==> src/rtl/mce_pkg.sv <==
package mce_pkg;
  typedef enum logic {
    ST_IDLE = 1'b0,
    ST_RUN  = 1'b1
  } seq_st_e;
endpackage

==> src/rtl/mce_timebase.sv <==
module mce_timebase #(
  parameter int HALF_LO = 8,
  parameter int HALF_HI = 16
) (
  input  logic clk,
  input  logic rst,
  input  logic restart,
  input  logic run,
  input  logic mode_hi,
  output logic cyc_zero,
  output logic tick
);
  localparam int CW = (HALF_HI > 1) ? $clog2(HALF_HI) : 1;
  localparam logic [CW-1:0] LAST_LO = CW'(HALF_LO - 1);
  localparam logic [CW-1:0] LAST_HI = CW'(HALF_HI - 1);

  logic [CW-1:0] cyc;
  logic          hi_q;
  logic [CW-1:0] last;

  assign last = hi_q ? LAST_HI : LAST_LO;

  always_ff @(posedge clk) begin
    if (rst) begin
      cyc  <= '0;
      hi_q <= 1'b0;
    end else if (restart) begin
      cyc  <= '0;
      hi_q <= mode_hi;
    end else if (run) begin
      cyc <= (cyc == last) ? '0 : cyc + 1'b1;
    end
  end

  assign cyc_zero = run && (cyc == '0);
  assign tick     = run && (cyc == last);
endmodule

==> src/rtl/mce_sequencer.sv <==
module mce_sequencer
  import mce_pkg::*;
#(
  parameter int HW     = 5,
  parameter int DATA_H = 24,
  parameter int CLK_H  = 22
) (
  input  logic          clk,
  input  logic          rst,
  input  logic          cts_n,
  input  logic          sync_sel,
  input  logic          sdata,
  input  logic          cyc_zero,
  input  logic          tick,
  output logic          start,
  output logic          running,
  output logic [HW-1:0] half,
  output logic          pol,
  output logic          cur_bit,
  output logic          run_clk
);
  seq_st_e       st;
  logic [HW-1:0] h, hn;
  logic          cts_prev, stop_q, pend_q, pend_v;
  logic          stop_now, leaving;

  assign start    = (st == ST_IDLE) && !cts_n && cts_prev;
  assign running  = (st == ST_RUN);
  assign stop_now = stop_q | cts_n;
  // half index saturates by toggling between the two data halves
  assign hn       = (h == HW'(DATA_H + 1)) ? HW'(DATA_H) : h + 1'b1;
  assign leaving  = (hn < HW'(DATA_H)) ? stop_now : !pend_v;
  assign half     = h;

  always_ff @(posedge clk) begin
    if (rst) begin
      st       <= ST_IDLE;
      h        <= '0;
      cts_prev <= 1'b1;
      stop_q   <= 1'b0;
      run_clk  <= 1'b0;
      pend_q   <= 1'b0;
      pend_v   <= 1'b0;
      cur_bit  <= 1'b0;
      pol      <= 1'b0;
    end else begin
      cts_prev <= cts_n;
      if (st == ST_IDLE) begin
        if (start) begin
          st      <= ST_RUN;
          h       <= '0;
          stop_q  <= 1'b0;
          run_clk <= 1'b0;
          pend_v  <= 1'b0;
          pol     <= sync_sel;
        end
      end else begin
        if (cts_n) stop_q <= 1'b1;
        if (run_clk && !h[0] && cyc_zero) begin
          pend_q <= sdata;
          pend_v <= 1'b1;
        end
        if (tick) begin
          if (!h[0]) begin
            h <= hn;
          end else if (leaving) begin
            st      <= ST_IDLE;
            run_clk <= 1'b0;
            h       <= '0;
          end else begin
            h       <= hn;
            run_clk <= (hn >= HW'(CLK_H)) && !stop_now;
            cur_bit <= pend_q;
            pend_v  <= 1'b0;
          end
        end
      end
    end
  end
endmodule

==> src/rtl/mce_linecoder.sv <==
module mce_linecoder #(
  parameter int HW     = 5,
  parameter int SYNC_H = 18,
  parameter int DATA_H = 24
) (
  input  logic          clk,
  input  logic          rst,
  input  logic          running,
  input  logic [HW-1:0] half,
  input  logic          pol,
  input  logic          cur_bit,
  input  logic          run_clk,
  output logic          bip_one,
  output logic          bip_zero,
  output logic          enc_clk
);
  logic active, lvl;

  always_comb begin
    active = running && (half >= HW'(2));
    if (half < HW'(SYNC_H))          lvl = half[0] ? ~pol : pol;
    else if (half < HW'(SYNC_H + 3)) lvl = pol;
    else if (half < HW'(DATA_H))     lvl = ~pol;
    else                             lvl = half[0] ? ~cur_bit : cur_bit;
  end

  always_ff @(posedge clk) begin
    if (rst) begin
      bip_one  <= 1'b0;
      bip_zero <= 1'b0;
      enc_clk  <= 1'b0;
    end else begin
      bip_one  <= active & lvl;
      bip_zero <= active & ~lvl;
      enc_clk  <= running & run_clk & ~half[0];
    end
  end
endmodule

==> src/rtl/mce_encoder.sv <==
module mce_encoder #(
  parameter int OVS_LO   = 16,
  parameter int OVS_HI   = 32,
  parameter int PRE_BITS = 8
) (
  input  logic clk,
  input  logic rst,
  input  logic mode_32x,
  input  logic sync_sel,
  input  logic cts_n,
  input  logic sdata_in,
  output logic enc_clk,
  output logic bip_one,
  output logic bip_zero
);
  localparam int SYNC_H = 2 + 2 * PRE_BITS;
  localparam int DATA_H = SYNC_H + 6;
  localparam int CLK_H  = DATA_H - 2;
  localparam int HW     = $clog2(DATA_H + 2);

  logic          start, seq_running, cyc_zero, tick;
  logic [HW-1:0] half;
  logic          pol, cur_bit, run_clk;

  mce_timebase #(.HALF_LO(OVS_LO / 2), .HALF_HI(OVS_HI / 2)) u_tb (
    .clk(clk), .rst(rst), .restart(start), .run(seq_running),
    .mode_hi(mode_32x), .cyc_zero(cyc_zero), .tick(tick)
  );

  mce_sequencer #(.HW(HW), .DATA_H(DATA_H), .CLK_H(CLK_H)) u_seq (
    .clk(clk), .rst(rst), .cts_n(cts_n), .sync_sel(sync_sel), .sdata(sdata_in),
    .cyc_zero(cyc_zero), .tick(tick), .start(start), .running(seq_running),
    .half(half), .pol(pol), .cur_bit(cur_bit), .run_clk(run_clk)
  );

  mce_linecoder #(.HW(HW), .SYNC_H(SYNC_H), .DATA_H(DATA_H)) u_lc (
    .clk(clk), .rst(rst), .running(seq_running), .half(half), .pol(pol),
    .cur_bit(cur_bit), .run_clk(run_clk), .bip_one(bip_one),
    .bip_zero(bip_zero), .enc_clk(enc_clk)
  );
endmodule

==> config.mk <==
export PLATFORM = sky130hd
export DESIGN_NAME = mce_encoder
export DESIGN_NICKNAME = d
export VERILOG_FILES = /design/src/rtl/mce_pkg.sv /design/src/rtl/mce_timebase.sv /design/src/rtl/mce_sequencer.sv /design/src/rtl/mce_linecoder.sv /design/src/rtl/mce_encoder.sv
export SDC_FILE = /design/constraint.sdc
export NUM_CORES = 1
export LEC_CHECK = 0
export CAP_MARGIN = 5
export CORE_UTILIZATION = 56
export DETAILED_ROUTE_END_ITERATION = 7
export PLACE_DENSITY_LB_ADDON = 0.1
export SLEW_MARGIN = 30
export SYNTH_ARGS = -nofsm -noshare
export SYNTH_HDL_FRONTEND = slang
export SYNTH_SLANG_ARGS = --single-unit
export TNS_END_PERCENT = 5
==> constraint.sdc <==
create_clock -name clk -period 2.6 [get_ports clk]
set_input_delay 0.26 -clock clk [delete_from_list [all_inputs] [get_ports clk]]
set_output_delay 0.26 -clock clk [all_outputs]
set_load 0.05 [all_outputs]
==> qor.yml, run 1 <==
status: "completed"
synth_area_um2: 1160
design.core.area_um2: 1960
worst-slew-pin-transition_ps: 600
rows: 16
start_util_pct: 59.4
routed_wl_um: 2440
reg2reg_from: "u_seq.half[0]"
avgSynthCellArea_um2: 8.63
n_antenna_cell: 0
report.final.hold_viol_count: 0
cts_resized: 0
place.gp.congestion: 0.899
min_path_type: "flop to flop"
synth_area_leaders: "dfxtp_1, ha_1, xor2_1"
final_area_um2: 1300
min_path_cells: 2
arrival_ps: 2360
placed_cell_area_um2: 1270
drv_cap: 0
grt_max_degree: 16
crit_type: "flop to flop"
r2r-end: "u_seq.half[2]"
fin_hold_ws_ps: 481
min_from: "u_seq.pend_q"
drt_pass1_iterations: 4
yosys.area.top_type: "dfxtp_1"
syn2layout_area_growth_pct: 11.7
die_h_um: 47.6
clk_pin_slew_ps: 110
ys_seq_area_share_pct: 36.1
ioPinCount: 9
fin_crit_sh_pct: 83.1
crit_fanout: 13
drc: 0
vias: 1039
yosys.area.top_type_share_pct: 36.1
fmax_ghz: 0.463
leakagePower_nw: 0.462
grt_pass1_vias: 903
grt_first_pass_wirelength_um: 3930
cts_tree: "built"
root_buffer: "clkbuf_4"
synth_most_common_cell: "dfxtp_1"
syn_nets: 146
synth_cell_types: 43
maxSlewViolCount: 0
fin_cells: 171
setup_tns_ps: 0
utilization_pct: 66.3
clock-skew-final_ps: 2.56
rsz0062_at_grt: "false"
post_cts_buffers: 0
numPortBuffers: 8
p_per_area_nw_per_um2: 417
start_kind: "flop"
place_inst: 167
syn_inst: 135
track_usage_pct: 24.9
max-slew-margin-rel_pct: 59.8
worstSkewPairLatency_ps: 300
h-tree-depth: 1
clock_path_buffers: 2
cts_made_buffers: 3
ir_drop_mv: 0.320
wire_per_inst_um: 14.3
regToRegSetupSlack_ps: 440
ant_nets: 0
yosys_warnings: 0
min_period_ps: 2160
die_w_um: 47.6
viasPerCell: 6.08
antenna_found_initial: 0
setup_violations: 0
die_area_um2: 2270
nNetsFinal: 156
largest_reg_flops: 5
synth_seq_cells: 21
async_flop_share_pct: 0
end_kind: "flop"
grt-ovfl-total: 0
r2r_cells: 6
synth_edf_count: 0
hold_buffers: 0
clock-sinks: 21
drt_iter0_markers: 32
drive_gt1_share_pct: 12.5
fillCellCount: 171
hold_end: "u_seq.cur_bit"
hpwl_um: 1840
synthFlopType: "dfxtp_1"
synth_common_cells: "dfxtp_1, nand2_1, nor2_1, inv_1"
crit_required_ps: 2800
==> critical path, cell delays in order, from the launching register on <==
cell and delay [ps]:
dfxtp_1 450, ha_1 310, and2_1 190, a32o_1 270, or4_4 540, a41oi_2 180
o32ai_1 100
==> power breakdown <==
part           leakage [nW]  switching (W)  internal, W
registers             0.170     0.00000550     0.000328
clock network        0.0177      0.0000958    0.0000574
logic                 0.274      0.0000299    0.0000260
total                 0.462       0.000131     0.000411
==> stage by stage <==
stage | power, W | setup slack, ps
final | 0.000543 | 439
after global routing | 0.000567 | 347
after global placement | 0.000394 | 516
after floorplan | 0.000374 | 658
after detailed placement | 0.000396 | 476
after CTS | 0.000547 | 459
==> cells by family (layout without fill, tap and decap cells) <==
family	count (synthesis)	in the layout	share of synthesized area (%)
buffers and inverters	14	23	4.94
AOI/OAI and AO/OA	26	26	17.2
adders and majority gates	5	5	5.37
muxes	6	6	5.26
xor gates and xnor gates	8	8	6.02
and+or+nand+nor	55	55	25.1
DFF	21	21	36.1
==> metal layers <==
layer	part of all wire, %	global-route usage [%]
met1	43	32.3
met2	47	37.8
met3	6.8	6.79
met4	3.5	13.3
met5	0	0
==> area by class of cell <==
type | count | area, um^2 | area share [%]
Timing Repair Buffer | 11 | 103 | 7.88
Clock inverter | 1 | 5.00 | 0.385
Sequential cell | 21 | 420 | 32.3
Clock buffer | 3 | 22.5 | 1.73
Inverter | 8 | 30.0 | 2.31
Tap cell | 27 | 33.8 | 2.60
Multi-Input combinational cell | 100 | 687 | 52.8
==> layout by cell type (no fill, tap or decap), types with 2 or more instances in the layout <==
cell             instances
dfxtp_1                 21
nor2_1                  11
a32o_1                   2
clkbuf_4                 3
clkdlybuf4s50_1          8
nor3_1                   5
buf_4                    3
ha_1                     5
mux2i_1                  5
o32ai_1                  2
or2_2                    2
nand2_1                 13
nor4_1                   2
xor2_1                   6
a21oi_1                  5
nand2b_1                 2
nand4_1                  4
nand3_1                  6
o21ai_0                  5
inv_1                    7
and2_1                   3
xnor2_1                  2
==> worst max-delay path by stage <==
| stage | slack [ps] | end | start |
|---|---|---|---|
| floorplan | 660 | u_seq.half[2] | u_seq.half[1] |
| global placement | 520 | u_seq.half[2] | u_seq.half[0] |
| detailed placement | 480 | u_seq.half[2] | u_seq.half[0] |
| CTS | 460 | u_seq.half[2] | u_seq.half[0] |
| global route | 350 | u_seq.half[2] | u_seq.half[0] |
| finish | 440 | u_seq.half[2] | u_seq.half[0] |
(Power assumes the default switching activity.)
==> run 2, diff against run 1 <==
- clock period: 2.6 -> 2.16 ns (I/O delays scaled with it)
==> run 2 against run 1 <==
  * Critical path depth unchanged
  * Via count decreased by 0.67%
  * Count of clock-buffer cells in the layout unchanged
  * Setup slack got worse by 270 ps
  * Largest power group unchanged
==> qor.yml, run 2 (synthesis gave the netlist of run 1 again) <==
status: "completed"
arrival_ps: 2200
placed_cell_area_um2: 1300
grt_max_degree: 14
wire_per_inst_um: 13.5
drive_gt1_share_pct: 14.3
leakagePower_nw: 0.478
clock-sinks: 21
fin_crit_sh_pct: 92.1
antenna_found_initial: 0
maxSlewViolCount: 0
report.final.hold_viol_count: 0
syn2layout_area_growth_pct: 13.6
start_kind: "flop"
end_kind: "flop"
post_cts_buffers: 0
drc: 0
grt-ovfl-total: 0
p_clk_share_pct: 29.3
numPortBuffers: 8
clock-skew-final_ps: 8.39
multi_input_comb_area_um2: 687
vias: 1032
intPower_w: 0.000495
p_per_area_nw_per_um2: 497
cts_resized: 0
busiest_layer: "met2"
routed_wl_um: 2350
cts_tree: "built"
setup_tns_ps: 0
die_area_um2: 2270
final_common_cell: "dfxtp_1"
min_path_type: "flop to flop"
die_h_um: 47.6
root_buffer: "clkbuf_4"
track_usage_pct: 23.9
nNetsFinal: 159
start_util_pct: 59.4
cts_made_buffers: 3
met1_usage_pct: 32.8
fmax_ghz: 0.503
ioPinCount: 9
seqCellArea_um2: 420
grt_first_pass_wirelength_um: 3750
use_met2_pct: 35.6
clock_path_buffers: 2
worst-slew-pin-transition_ps: 497
mostFrequentLayoutCells: "dfxtp_1, nand2_1, nor2_1"
rsz0062_at_grt: "false"
drt_iter0_markers: 28
globalRouteMet3Util_pct: 5.66
rows: 16
largest_reg_flops: 5
switchingPower_w: 0.000164
max-slew-margin-rel_pct: 66.6
drv_cap: 0
crit_fanout: 5
grt_pass1_vias: 833
crit_required_ps: 2370
power_frac_comb_pct: 9.3
setup_violations: 0
final_area_um2: 1320
n_antenna_cell: 0
ir_drop_mv: 0.493
h-tree-depth: 1
min_period_ps: 1990
hpwl_um: 1820
hold_buffers: 0
p_sw_share_pct: 24.9
drt_pass1_iterations: 4
fillCellCount: 178
pwr-share-seq_pct: 61.5
ant_nets: 0
die_w_um: 47.6
design.core.area_um2: 1960
clk_pin_slew_ps: 120
worstSkewPairLatency_ps: 310
place.gp.congestion: 0.885
crit_type: "flop to flop"
viasPerCell: 5.93
run 2: changes by cell type in the layout (fill, tap and decap cells not counted), sizes merged:
| cell | change |
|---|---|
| buf | +3 |
run 2: worst max-delay path: stages (launching register included):
cell and delay (ps):
dfxtp_1 340, ha_1 250, and2_1 190, a32o_1 260, or4_4 540, a41oi_2 190
o32ai_1 100
run 2: area by class of cell:
class                      instances  share of cell area, %
clock buffer                       3                   1.70
clock inverter                     1                  0.378
inverter                           8                   2.27
multi-input combinational        100                   51.9
sequential                        21                   31.8
tap                               27                   2.55
timing repair buffer              14                   9.45
run 2: worst paths after layout:
kind                 start       endpoint  slack [ps]  depth (start not counted)
max          u_seq.half[0]  u_seq.half[2]         170                          6
min reg2reg   u_seq.pend_q  u_seq.cur_bit         470                          2
max reg2reg  u_seq.half[0]  u_seq.half[2]         170                          6
min           u_seq.pend_q  u_seq.cur_bit         470                          2
run 2: power by group through the flow:
stage	clock network, W	registers (W)	logic [W]
3_3_place_gp	0	0.000413	0.0000590
6_report	0.000193	0.000405	0.0000610
4_1_cts	0.000198	0.000405	0.0000614
3_5_place_dp	0	0.000413	0.0000610
5_1_grt	0.000215	0.000406	0.0000681
2_1_floorplan	0	0.000408	0.0000422
run 2: metal layers:
metal,wire (um),vias up,share of wire [%]
li1,-,515,-
met1,1040,478,44
met2,1120,34,48
met3,135,5,5.7
met4,52,0,2.2
met5,0,-,0
run 2: metrics by stage:
| stage | setup slack [ps] | instances | hold WS [ps] | total power (W) | utilization [%] |
|---|---|---|---|---|---|
| 2_1_floorplan | 218 | 135 | 323 | 0.000450 | - |
| 3_5_place_dp | 209 | 170 | 467 | 0.000475 | 66.1 |
| 3_3_place_gp | 244 | 170 | 466 | 0.000472 | 66.1 |
| 6_report | 170 | 174 | 470 | 0.000658 | 67.5 |
| 5_1_grt | 87.1 | 174 | 505 | 0.000690 | 67.5 |
| 4_1_cts | 181 | 174 | 483 | 0.000664 | 67.5 |
==> run 3, diff against run 2 <==
- CTS_BUF_LIST: default -> sky130_fd_sc_hd__clkbuf_16
==> run 3 against run 2 <==
  * Hold slack improved by 1.6 ps
  * Clock power is 100% higher
  * Critical path depth unchanged
  * Setup slack worse by 10 ps
  * Count of clock-buffer cells in the layout did not move
  * Register-to-register slack about the same
  * Utilization is 2.7 points higher
  * Via count increased by 2.8%
  * Critical path type unchanged
  * Critical endpoint unchanged
==> qor.yml, run 3 (synthesis gave the netlist of run 1 again) <==
fillCellCount: 165
clk_pin_slew_ps: 60
track_usage_pct: 25.2
min_from: "u_seq.pend_q"
reg2reg_from: "u_seq.half[0]"
status: "completed"
intPower_w: 0.000674
cts_resized: 0
rsz0062_at_grt: "false"
largest_reg_flops: 5
maxSlewViolCount: 0
regToRegSetupSlack_ps: 160
leakagePower_nw: 0.501
setup_violations: 0
fin_hold_ws_ps: 471
final_common_cell: "dfxtp_1"
min_path_cells: 2
post_cts_buffers: 0
grt_first_pass_wirelength_um: 3930
report.final.hold_viol_count: 0
die_area_um2: 2270
viasPerCell: 6.10
worstSkewPairLatency_ps: 250
syn2layout_area_growth_pct: 18.2
arrival_ps: 2130
ant_nets: 0
design.core.area_um2: 1960
vias: 1061
p_sw_share_pct: 21.4
r2r-end: "u_seq.half[2]"
h-tree-depth: 1
hold_buffers: 0
drc: 0
drt_pass1_iterations: 4
wire_per_inst_um: 14.6
drv_cap: 0
end_kind: "flop"
ioPinCount: 9
crit_fanout: 5
root_buffer: "clkbuf_16"
mostFrequentLayoutCells: "dfxtp_1, nand2_1, nor2_1"
crit_required_ps: 2290
place.gp.congestion: 0.885
start_util_pct: 59.4
pwr-share-seq_pct: 47.2
n_antenna_cell: 0
fin_crit_sh_pct: 92.6
antenna_found_initial: 0
grt_max_degree: 14
cts_made_buffers: 3
hold_end: "u_seq.cur_bit"
hpwl_um: 1820
r2r_cells: 6
grt-ovfl-total: 0
clock-skew-final_ps: 2.12
setup_tns_ps: 0
nNetsFinal: 159
clock_path_buffers: 2
ir_drop_mv: 0.526
p_clk_share_pct: 45.6
die_h_um: 47.6
rows: 16
max-slew-margin-rel_pct: 64.6
min_path_type: "flop to flop"
die_w_um: 47.6
drt_iter0_markers: 56
drive_gt1_share_pct: 14.3
routed_wl_um: 2540
min_period_ps: 2000
switchingPower_w: 0.000184
start_kind: "flop"
grt_pass1_vias: 873
fmax_ghz: 0.500
worst-slew-pin-transition_ps: 526
cts_tree: "built"
crit_type: "flop to flop"
clock-sinks: 21
numPortBuffers: 8
p_per_area_nw_per_um2: 623
power_frac_comb_pct: 7.2
utilization_pct: 70.2
-- run 3: cell counts in the layout (fill, tap and decap cells not counted) --
No cell type changed its count.
-- run 3: power groups by stage --
stage                     registers [W]  logic [W]  clock network [W]
after floorplan                0.000408  0.0000422                  0
after global placement         0.000413  0.0000590                  0
after detailed placement       0.000413  0.0000610                  0
after CTS                      0.000405  0.0000620           0.000393
after global routing           0.000406  0.0000682           0.000413
final                          0.000405  0.0000620           0.000391
-- run 3: cell type report --
class	instances	area, um^2	area share, %
Clock buffer	3	75.1	5.45
Multi-Input combinational cell	100	687	49.9
Sequential cell	21	420	30.5
Inverter	8	30.0	2.18
Timing Repair Buffer	14	125	9.09
Clock inverter	1	5.00	0.364
Tap cell	27	33.8	2.45
-- run 3: metrics by stage --
| stage | cell area (um^2) | power, W | instances | worst slack [ps] |
|---|---|---|---|---|
| global route | 1380 | 0.000887 | 174 | 83.8 |
| global placement | 1300 | 0.000472 | 170 | 244 |
| finish | 1380 | 0.000858 | 174 | 160 |
| detailed placement | 1300 | 0.000475 | 170 | 209 |
| floorplan | 1160 | 0.000450 | 135 | 218 |
| CTS | 1380 | 0.000860 | 174 | 174 |
-- run 3: worst max path at each step --
stage | end | from
after floorplan | u_seq.half[2] | u_seq.half[1]
after detailed placement | u_seq.half[2] | u_seq.half[0]
after global placement | u_seq.half[2] | u_seq.half[0]
after CTS | u_seq.half[2] | u_seq.half[0]
final | u_seq.half[2] | u_seq.half[0]
after global routing | u_seq.half[2] | u_seq.half[0]
-- run 3: critical path: stages, from the launching register on --
cell     delay [ps]
dfxtp_1         310
ha_1            260
and2_1          200
a32o_1          270
or4_4           550
a41oi_2         190
o32ai_1         100
-- run 3: metal layers --
| layer | global-route usage (%) | vias up | wire, um |
|---|---|---|---|
| met5 | 0 | - | 0 |
| li1 | - | 512 | - |
| met1 | 32.9 | 497 | 1070 |
| met4 | 13.9 | 0 | 58 |
| met3 | 5.28 | 7 | 177 |
| met2 | 38.6 | 45 | 1240 |
